[src/rtl/qlc_pkg.sv]
package qlc_pkg;
  localparam int NUM_CELLS = 4;
  localparam int CELL_A    = 0;
  localparam int CELL_B    = 1;
  localparam int CELL_FWD  = 2;
  localparam int CELL_REV  = 3;

  // Table per cell, element i belongs to cell i.
  localparam logic [NUM_CELLS-1:0][15:0] CELL_TABLES =
    {16'h2814, 16'h4182, 16'hCCCC, 16'hAAAA};

  typedef struct packed {
    logic fwdInc;
    logic revInc;
    logic latch;
  } qlcStrobe_t;
endpackage

[src/rtl/qlc_glitch_filter.sv]
module qlc_glitch_filter #(
  parameter int FILT_W = 4
) (
  input  logic              clk,
  input  logic              rst_n,
  input  logic              din,
  input  logic [FILT_W-1:0] riseDly,
  input  logic [FILT_W-1:0] fallDly,
  output logic              dout
);
  logic [FILT_W-1:0] runLen;
  logic [FILT_W-1:0] curDly;

  assign curDly = din ? riseDly : fallDly;

  always_ff @(posedge clk or negedge rst_n) begin
    if (!rst_n) begin
      runLen <= '0;
      dout   <= 1'b0;
    end else if (din == dout) begin
      runLen <= '0;
    end else if (runLen >= curDly) begin
      dout   <= din;
      runLen <= '0;
    end else begin
      runLen <= runLen + 1'b1;
    end
  end

  // While the new value has not yet held long enough, the output must not move.
  p_filter_hold_r2: assert property (@(posedge clk) disable iff (!rst_n)
    (din != dout && runLen < curDly) |=> $stable(dout));

  // An input equal to the output never changes the output.
  p_filter_quiet_r1: assert property (@(posedge clk) disable iff (!rst_n)
    (din == dout) |=> $stable(dout));
endmodule

[src/rtl/qlc_lut_cell.sv]
module qlc_lut_cell #(
  parameter logic [15:0] TABLE  = 16'h0000,
  parameter int          FILT_W = 4
) (
  input  logic              clk,
  input  logic              rst_n,
  input  logic [3:0]        idx,
  input  logic [FILT_W-1:0] riseDly,
  input  logic [FILT_W-1:0] fallDly,
  output logic              dout
);
  logic lutOut;

  assign lutOut = TABLE[idx];

  qlc_glitch_filter #(.FILT_W(FILT_W)) uFilt (
    .clk     (clk),
    .rst_n   (rst_n),
    .din     (lutOut),
    .riseDly (riseDly),
    .fallDly (fallDly),
    .dout    (dout)
  );
endmodule

[src/rtl/qlc_ctrl.sv]
module qlc_ctrl
  import qlc_pkg::*;
#(
  parameter int FILT_W = 4
) (
  input  logic                        clk,
  input  logic                        rst_n,
  input  logic                        pinA,
  input  logic                        pinB,
  input  logic [NUM_CELLS*FILT_W-1:0] riseDly,
  input  logic [NUM_CELLS*FILT_W-1:0] fallDly,
  input  logic                        capture,
  output logic                        levelA,
  output logic                        levelB,
  output logic                        cwPulse,
  output logic                        ccwPulse,
  output logic                        seqError,
  output logic                        capValid,
  output qlcStrobe_t                  strobe
);
  logic [1:0] syncA, syncB;
  logic       prevA, prevB;
  logic [NUM_CELLS-1:0] cellOut;
  logic [3:0] rawIdx, filtIdx;
  logic       jump;
  logic       errQ;
  logic       capQ, capDone, validQ;

  // Two-stage synchronizers on the asynchronous pins.
  always_ff @(posedge clk or negedge rst_n) begin
    if (!rst_n) begin
      syncA <= '0;
      syncB <= '0;
    end else begin
      syncA <= {syncA[0], pinA};
      syncB <= {syncB[0], pinB};
    end
  end

  // Previous filtered levels, one clock behind.
  always_ff @(posedge clk or negedge rst_n) begin
    if (!rst_n) begin
      prevA <= 1'b0;
      prevB <= 1'b0;
    end else begin
      prevA <= cellOut[CELL_A];
      prevB <= cellOut[CELL_B];
    end
  end

  assign rawIdx  = {prevB, prevA, syncB[1], syncA[1]};
  assign filtIdx = {prevB, prevA, cellOut[CELL_B], cellOut[CELL_A]};

  for (genvar g = 0; g < NUM_CELLS; g++) begin : gCell
    localparam logic [15:0] TBL = CELL_TABLES[g];
    logic [3:0] cellIdx;
    if (g < 2) begin : gLevel
      assign cellIdx = rawIdx;
    end else begin : gStep
      assign cellIdx = filtIdx;
    end
    qlc_lut_cell #(.TABLE(TBL), .FILT_W(FILT_W)) uCell (
      .clk     (clk),
      .rst_n   (rst_n),
      .idx     (cellIdx),
      .riseDly (riseDly[g*FILT_W +: FILT_W]),
      .fallDly (fallDly[g*FILT_W +: FILT_W]),
      .dout    (cellOut[g])
    );
  end

  // Both phases moving in one sample cannot be decoded.
  assign jump = (cellOut[CELL_A] ^ prevA) & (cellOut[CELL_B] ^ prevB);

  always_ff @(posedge clk or negedge rst_n) begin
    if (!rst_n) errQ <= 1'b0;
    else if (jump) errQ <= 1'b1;
  end

  // Capture sequencing: request, snapshot, valid.
  always_ff @(posedge clk or negedge rst_n) begin
    if (!rst_n) begin
      capQ    <= 1'b0;
      capDone <= 1'b0;
      validQ  <= 1'b0;
    end else begin
      capQ    <= capture;
      capDone <= capQ;
      validQ  <= capDone;
    end
  end

  assign levelA   = cellOut[CELL_A];
  assign levelB   = cellOut[CELL_B];
  assign cwPulse  = cellOut[CELL_FWD];
  assign ccwPulse = cellOut[CELL_REV];
  assign seqError = errQ;
  assign capValid = validQ;

  assign strobe.fwdInc = cellOut[CELL_FWD];
  assign strobe.revInc = cellOut[CELL_REV];
  assign strobe.latch  = capQ;

  p_err_sticky_r5: assert property (@(posedge clk) disable iff (!rst_n)
    seqError |=> seqError);

  p_no_step_on_jump_r5: assert property (@(posedge clk) disable iff (!rst_n)
    (jump && riseDly[CELL_FWD*FILT_W +: FILT_W] == '0 &&
     riseDly[CELL_REV*FILT_W +: FILT_W] == '0) |=> (!cwPulse && !ccwPulse));

  p_cap_valid_r9: assert property (@(posedge clk) disable iff (!rst_n)
    capValid |-> $past(capture, 3));

  p_level_step_excl_r10: assert property (@(posedge clk) disable iff (!rst_n)
    $onehot0({cwPulse, ccwPulse}) || riseDly[CELL_FWD*FILT_W +: FILT_W] != '0
      || riseDly[CELL_REV*FILT_W +: FILT_W] != '0);
endmodule

[src/rtl/qlc_datapath.sv]
module qlc_datapath
  import qlc_pkg::*;
#(
  parameter int CNT_W = 16,
  parameter int OVF_W = 16,
  parameter int POS_W = 32
) (
  input  logic             clk,
  input  logic             rst_n,
  input  logic [CNT_W-1:0] countMax,
  input  qlcStrobe_t       strobe,
  output logic [POS_W-1:0] capPos,
  output logic [CNT_W-1:0] capCw,
  output logic [CNT_W-1:0] capCcw
);
  localparam int NUM_DIR = 2;

  logic [NUM_DIR-1:0]  incVec;
  logic [CNT_W-1:0]    cnt [NUM_DIR];
  logic [OVF_W-1:0]    ovf [NUM_DIR];
  logic [POS_W-1:0]    total [NUM_DIR];
  logic [POS_W-1:0]    livePos;

  assign incVec = {strobe.revInc, strobe.fwdInc};

  for (genvar d = 0; d < NUM_DIR; d++) begin : gDir
    always_ff @(posedge clk or negedge rst_n) begin
      if (!rst_n) begin
        cnt[d] <= CNT_W'(1);
        ovf[d] <= '0;
      end else if (incVec[d]) begin
        if (cnt[d] == countMax) begin
          cnt[d] <= '0;
          ovf[d] <= ovf[d] + 1'b1;
        end else begin
          cnt[d] <= cnt[d] + 1'b1;
        end
      end
    end

    assign total[d] = POS_W'(cnt[d]) + POS_W'(countMax) * POS_W'(ovf[d]);

    p_wrap_r7: assert property (@(posedge clk) disable iff (!rst_n)
      (incVec[d] && cnt[d] == countMax) |=>
        (cnt[d] == '0 && ovf[d] == $past(ovf[d]) + 1'b1));

    p_step_r3_r4: assert property (@(posedge clk) disable iff (!rst_n)
      (incVec[d] && cnt[d] != countMax) |=>
        (cnt[d] == $past(cnt[d]) + 1'b1 && $stable(ovf[d])));

    p_idle_r3_r4: assert property (@(posedge clk) disable iff (!rst_n)
      !incVec[d] |=> ($stable(cnt[d]) && $stable(ovf[d])));
  end

  assign livePos = total[0] - total[1];

  always_ff @(posedge clk or negedge rst_n) begin
    if (!rst_n) begin
      capPos <= '0;
      capCw  <= CNT_W'(1);
      capCcw <= CNT_W'(1);
    end else if (strobe.latch) begin
      capPos <= livePos;
      capCw  <= cnt[0];
      capCcw <= cnt[1];
    end
  end

  p_snap_hold_r9: assert property (@(posedge clk) disable iff (!rst_n)
    !strobe.latch |=> ($stable(capPos) && $stable(capCw) && $stable(capCcw)));

  p_balanced_r8: assert property (@(posedge clk) disable iff (!rst_n)
    (strobe.latch && cnt[0] == cnt[1] && ovf[0] == ovf[1]) |=> capPos == '0);
endmodule

[src/rtl/quad_lut_counter.sv]
module quad_lut_counter
  import qlc_pkg::*;
#(
  parameter int FILT_W = 4,
  parameter int CNT_W  = 16,
  parameter int OVF_W  = 16,
  parameter int POS_W  = 32
) (
  input  logic                        clk,
  input  logic                        rst_n,
  input  logic                        encA,
  input  logic                        encB,
  input  logic [NUM_CELLS*FILT_W-1:0] riseDly,
  input  logic [NUM_CELLS*FILT_W-1:0] fallDly,
  input  logic [CNT_W-1:0]            countMax,
  input  logic                        capture,
  output logic                        levelA,
  output logic                        levelB,
  output logic                        cwPulse,
  output logic                        ccwPulse,
  output logic                        seqError,
  output logic                        capValid,
  output logic [POS_W-1:0]            capPos,
  output logic [CNT_W-1:0]            capCw,
  output logic [CNT_W-1:0]            capCcw
);
  qlcStrobe_t strobe;

  qlc_ctrl #(.FILT_W(FILT_W)) uCtrl (
    .clk      (clk),
    .rst_n    (rst_n),
    .pinA     (encA),
    .pinB     (encB),
    .riseDly  (riseDly),
    .fallDly  (fallDly),
    .capture  (capture),
    .levelA   (levelA),
    .levelB   (levelB),
    .cwPulse  (cwPulse),
    .ccwPulse (ccwPulse),
    .seqError (seqError),
    .capValid (capValid),
    .strobe   (strobe)
  );

  qlc_datapath #(.CNT_W(CNT_W), .OVF_W(OVF_W), .POS_W(POS_W)) uData (
    .clk      (clk),
    .rst_n    (rst_n),
    .countMax (countMax),
    .strobe   (strobe),
    .capPos   (capPos),
    .capCw    (capCw),
    .capCcw   (capCcw)
  );
endmodule

[config.mk]
export PLATFORM = sky130hd
export DESIGN_NAME = quad_lut_counter
export DESIGN_NICKNAME = d
export VERILOG_FILES = /design/src/rtl/qlc_pkg.sv /design/src/rtl/qlc_glitch_filter.sv /design/src/rtl/qlc_lut_cell.sv /design/src/rtl/qlc_ctrl.sv /design/src/rtl/qlc_datapath.sv /design/src/rtl/quad_lut_counter.sv
export SDC_FILE = /design/constraint.sdc
export NUM_CORES = 2
export LEC_CHECK = 0
export BUFFER_PORTS_ARGS = -buffer_cell sky130_fd_sc_hd__clkbuf_2
export CAP_MARGIN = 20
export CORE_UTILIZATION = 40
export DETAILED_ROUTE_END_ITERATION = 12
export SYNTH_ARGS = -nofsm -noshare
export SYNTH_HDL_FRONTEND = slang
export SYNTH_SLANG_ARGS = --single-unit
[constraint.sdc]
create_clock -name clk -period 9 [get_ports clk]
set_input_delay 0 -clock clk [delete_from_list [all_inputs] [get_ports clk]]
set_output_delay 0 -clock clk [all_outputs]
set_load 0.1 [all_outputs]
## Word level (Yosys, flattened, before mapping)

Memories as Yosys holds them, arrays and structs flattened.
Index checks and enable logic that the tools add are counted.

- Memories kept: 4
- Output and inout port bits: 70
- Memory bits (read-only): 64
- Register bits: 158
- Logic and storage cells: 83
- Input port bits: 53

- Bitwise operators: 7
- Magnitude comparators: 6
- Reductions and logical operators: 6
- Equal/unequal tests: 6
- Add/subtract/negate cells: 11
- Muxes and demuxes: 18
- $mul: 2

Memory list:

| memory | depth | width | read ports | clocked after Yosys merged registers in | write ports | RTL line | RTL |
|---|---|---|---|---|---|---|---|
| (no name shown) | 16 | 1 | 1 | 0 | 0 | qlc_lut_cell.sv:14 | `assign lutOut = TABLE[idx];` |
| (no name shown) | 16 | 1 | 1 | 0 | 0 | qlc_lut_cell.sv:14 |  |
| (no name shown) | 16 | 1 | 1 | 0 | 0 | qlc_lut_cell.sv:14 |  |
| (no name shown) | 16 | 1 | 1 | 0 | 0 | qlc_lut_cell.sv:14 |  |

Operator list:

| operator | count |
|---|---|
| $add 16x1->16 const B | 4 |
| $add 16x32->32 | 2 |
| $mul 16x16->32 | 2 |
| $mux 4 | 12 |
| $eq 16x16->1 | 2 |
| $mux 16 | 2 |
| $sub 32x32->32 | 1 |
| $add 4x1->4 const B | 4 |
| $ge 4x4->1 | 4 |
| $reduce_and 2->1 | 6 |
| $lt 4x5->1 const B | 2 |
| $eq 1x1->1 | 4 |
| $mux 1 | 4 |
| $not 1->1 | 4 |
| $xor 1x1->1 | 2 |
| $and 1x1->1 | 1 |

## Logic depth before layout (Yosys ltp)

- Depth in word-level cells: 6
- Mapped depth: 27
- Mapped depth without buffers: 25

## By module

A second synthesis with hierarchy kept.

- Cell total of the unflattened synthesis: 2705
- Area, all modules: 25952.4 um^2

By module, submodules not included:

| module | sequential area each (um^2) | area each (um^2) | cells each | times used |
|---|---|---|---|---|
| qlc_datapath | 3208.1 | 24160.7 | 2555 | 1 |
| qlc_glitch_filter | 125.1 | 362.8 | 32 | 4 |
| qlc_ctrl | 250.2 | 297.8 | 16 | 1 |
| qlc_lut_cell (uCtrl.gCell[2].uCell ...) | 0.0 | 21.3 | 3 | 2 |

## Worst setup path before layout

OpenSTA, ideal clock, no wires.

- Path type: reg2reg
- Start: register uData.ovf[16] in the netlist's numbering
- End: register uData.capPos[27]
- Setup slack: 1999 ps
- Clock period less this slack: 7001 ps
- Arrival: 6881 ps
- Data required time: 8880 ps
- Stages on the path, launching flop included: 26
- Path buffers: 2
- Setup time: 120 ps
- Cell sequence: dfrtp_1 -> clkbuf_1 -> clkbuf_1 -> and2_1 -> fa_1 -> inv_1 -> fa_1 -> inv_1 -> fa_1 -> inv_1 -> fa_1 -> inv_1 -> fa_1 -> fa_1 -> fa_1 -> inv_1 -> fa_1 -> inv_1 -> ha_1 -> a211oi_1 -> nor2_1 -> o41ai_2 -> o211ai_1 -> and3_1 -> or3_1 -> a31o_1

- Word-level cells in the longest chain between the ends: 3

RTL lines:

| item | RTL line | RTL |
|---|---|---|
| from (decl) | qlc_datapath.sv:20 | `logic [OVF_W-1:0] ovf [NUM_DIR];` |
| from (signal, indexed assignment) | qlc_datapath.sv:34 | `ovf[d] <= ovf[d] + 1'b1;` |
| $mul 16x16->32 | qlc_datapath.sv:41 | `assign total[d] = POS_W'(cnt[d]) + POS_W'(countMax) * POS_W'(ovf[d]);` |
| $add 16x32->32 | qlc_datapath.sv:41 |  |
| $sub 32x32->32 | qlc_datapath.sv:55 | `assign livePos = total[0] - total[1];` |
| to (signal assigned) | qlc_datapath.sv:63 | `capPos <= livePos;` |
| to (decl) | qlc_datapath.sv:12 | `output logic [POS_W-1:0] capPos,` |

No other way between the ends.
A chain may end at the register's enable or synchronous reset.

## Final worst setup path

- Start: register uData.ovf[25] in the netlist's numbering
- End: register uData.capPos[26]

Same word-level chain as after synthesis.

==> summary.md <==
| Metric | Value |
|---|---|
| Reg2Reg Depth | `21` |
| Leak | `13.8 nW` |
| Ant diodes | `0` |
| Reg clk slew, reported paths | `0.08 ns` |
| R2R setup slack | `1.41 ns` |
| Vias/cell | `4.99` |
| Residual DRC count | `0` |
| Hold EP | `uCtrl.gCell[0].uCell.uFilt.runLen[0]` |
| Largest net degree at the start of global routing | `89` |
| Placed cell areas | `27100 um^2` |
| Hold buffer count at CTS | `4` |
| Fill cells | `6174` |
| Finished layout cell area | `27800 um^2` |
| Die height | `257 um` |
| Mapped Nets | `3468` |
| Routability cong. | `0.865` |
| Setup CP Type | `reg2reg` |
| 1st-iter DRT viols | `984` |
| CTS buffer count | `17` |
| Nets@finish | `3468` |
| Total wire length | `64.1 mm` |
| Yosys top cell area share | `37.2%` |
| Tot Pwr | `0.00516 W` |
| Worst-margin pin slew | `1.16 ns` |
| Layout Cells excl Fill | `3574` |
| Worst hold stages | `6` |
| Num rows | `93` |
| CP startpoint kind | `register` |
| Final hold violation count | `0` |
| Hold wc startpoint | `fallDly[3]` |
| Synthesized cell area | `26000 um^2` |
| Clock latency on the worst-skew pair | `0.48 ns` |
| Setup bufs post-CTS | `0` |
| R2r startpoint | `uData.ovf[25]` |
| CTS Sinks | `158` |
| Arrival @ worst endpoint | `7.96 ns` |
| IO Port Bufs | `122` |
| Yosys top cell by area | `fa_1` |
| Post-route antenna net violation count | `0` |
| Final min period | `7.59 ns` |
| Mapped Cells | `2706` |
| Top sig layer | `met4` |
| Pwr/cell area | `186 nW/um^2` |
| Area of the core | `64300 um^2` |
| Unrepaired setup endpoints after global routing | `false` |
| Clk_skew | `0.0147 ns` |
| Total GRT Usage | `21.0%` |
| DR vias | `17800` |
| Proportion of layout cells with a drive suffix above 1 | `8.97%` |
| Drt pass-1 iters | `5` |
| Final number of setup-violating endpoints | `0` |
| VDD IR max | `0.234 mV` |
| Outcome | `finished, final reports clean` |
| Setup TNS | `0 ns` |
| Placed Cells | `3538` |
| Rel. slew slack | `22.4%` |
| First-pass GRT wire length | `108 mm` |
| I/O pins | `123` |
| Vias in the first global route | `19500` |
| Post-synthesis sequential area ratio | `15.2%` |
| Final count of pins violating max slew | `0` |
| Largest cells by area after synthesis | `fa_1 37%, dfrtp_1 15%, ha_1 11%, inv_1 8.6%, and2_1 6.2%` |
| Worst Hold Class | `in2reg` |
| CTS tree | `built` |
| Layout area overhead | `6.91%` |
| Post-synth cell types | `62` |
| Clock buffer depth | `2` |
| M1 WL | `28.5 mm` |
| Total grt overflow | `0` |
| Fin crit share | `84.3%` |
| Critical path fanouts, max | `18` |
| Achievable Freq | `132 MHz` |
| Htree depth | `4` |
| CTS resizes | `0` |
| Critical path capture point type | `register` |
| Initial antenna violation count | `0` |
| Chip Width | `257 um` |
| Number of flops mapped to enable cells by yosys | `0` |
| Routed len/inst | `17.9 um` |
| Synth Warn # | `0` |
| Post-synth ARST share | `100%` |
| MaxCap Viol Count | `0` |
| Critical Path RT | `9.37 ns` |
| Yosys reg bits | `158` |
| Initial Util | `40.3%` |
| Met3 WL | `2.84 mm` |
| Die area | `65900 um^2` |
| FF-to-FF End | `uData.capPos[26]` |
| Root Driver | `clkbuf_16` |
| HPWL Detailed | `50.5 mm` |
| Syn_area_per_cell | `9.59 um^2` |
| Met2 WL post-DR | `31.6 mm` |
| Main synth FF type | `dfrtp_1` |
## flip-flops by register name, summed over array words and instances, names as in the netlist, 2 cells and up
register and count:
uCtrl.gCell.uCell.uFilt.dout 4, uCtrl.syncA 2, uData.cnt 32, uData.ovf 32, uCtrl.gCell.uCell.uFilt.runLen 16, uData.capCw 16, uCtrl.syncB 2, uData.capCcw 16
uData.capPos 32
## Yosys cell counts (all sizes together), types with 31 or more instances
cell,instances
fa,482
ha,227
xnor2,99
o21ai,31
nand3,32
inv,596
dfrtp,154
nand2,306
a21oi,45
clkbuf,126
mux2,63
and2,258
nor2,53
## where the power goes
part / leakage (nW) / internal [W] / total, W / switching [W]
logic: 11.6 / 0.00118 / 0.00335 / 0.00217
registers: 1.82 / 0.000883 / 0.00106 / 0.000175
clock network: 0.299 / 0.000377 / 0.000757 / 0.000380
total: 13.8 / 0.00244 / 0.00516 / 0.00272
## worst max-delay path: stages (launching register included)
cell     delay [ns]
dfrtp_1        0.79
nand2_1        0.17
fa_1           0.57
inv_1          0.05
fa_1           0.53
inv_1          0.06
fa_1           0.50
fa_1           0.52
inv_1          0.05
fa_1           0.62
fa_1           0.46
fa_1           0.50
inv_1          0.06
fa_1           0.51
inv_1          0.05
ha_1           0.40
and4_1         0.32
nand3_1        0.09
o31ai_1        0.60
a31oi_1        0.20
xnor2_1        0.16
mux2_2         0.27
## final cells by class
class                   instances  area (um^2)  area share [%]
clock buffers                  17          425            1.53
clock inverters                15          196           0.708
inverters                     596         2240            8.06
multi-input cells            1802        19200            69.1
flip-flops and latches        158         3960            14.3
well taps                     855         1070            3.85
repair buffers                131          694            2.50
## stage by stage
| step | setup WS (ns) | hold slack (ns) | utilization [%] |
|---|---|---|---|
| after floorplan | 2.00 | -0.296 | - |
| after global placement | 1.41 | 0.111 | 42.1 |
| after detailed placement | 1.40 | 0.110 | 42.1 |
| after CTS | 1.47 | 0.0964 | 43.1 |
| after global routing | 1.15 | 0.131 | 43.1 |
| final | 1.41 | 0.121 | 43.1 |
## placed cells by master, fill, tap and decap left out, types with 4 or more instances in the layout
cell type      netlist  final
a21o_1              21     21
a21oi_1             45     45
and2_1             257    257
and3_1              25     25
and4_1               5      5
buf_4                1      5
clkbuf_16            0     17
clkbuf_2             1    121
clkinv_8             0      8
dfrtp_1            154    153
dfstp_2              4      4
dlygate4sd3_1        0      4
fa_1               482    482
ha_1               227    227
inv_1              596    596
mux2_2              63     63
mux2i_1             14     14
nand2_1            306    306
nand2b_1            13     13
nand3_1             29     29
nand4_1             24     24
nor2_1              53     53
nor3_1               7      7
o2111ai_1            4      4
o211ai_1             6      6
o21ai_0             30     30
o21bai_1             4      4
o22ai_1              4      4
o31ai_1              6      6
or2_2                4      4
or3_1               10     10
xnor2_1             98     98
xor2_1              25     25
## metal layers
metal  up-vias  GRT usage (%)
met5         -              0
met4         0           5.24
met3        64           2.66
met2       390           35.1
met1      9288           28.8
li1       8078              -
## how the worst max path moves through the flow
stage / depth (start not counted) / startpoint / to / slack (ns)
after floorplan: 25 / uData.ovf[16] / uData.capPos[27] / 2.00
after global placement: 24 / countMax[12] / uData.capPos[27] / 1.41
after detailed placement: 24 / countMax[11] / uData.capPos[27] / 1.40
after CTS: 22 / uData.ovf[25] / uData.capPos[26] / 1.47
after global routing: 20 / uData.ovf[0] / uData.capPos[21] / 1.15
final: 21 / uData.ovf[25] / uData.capPos[26] / 1.41
## cell families (layout without fill, tap and decap cells)
logic type | after synthesis | after routing | share of synthesized area, %
xor+xnor | 124 | 124 | 4.21
fa+ha+maj | 709 | 709 | 48.1
compound gates | 141 | 141 | 3.49
flops | 158 | 158 | 15.2
simple gates | 751 | 751 | 14.8
buf+inv | 746 | 759 | 10.9
mux | 77 | 77 | 3.27
(Power assumes the default switching activity.)
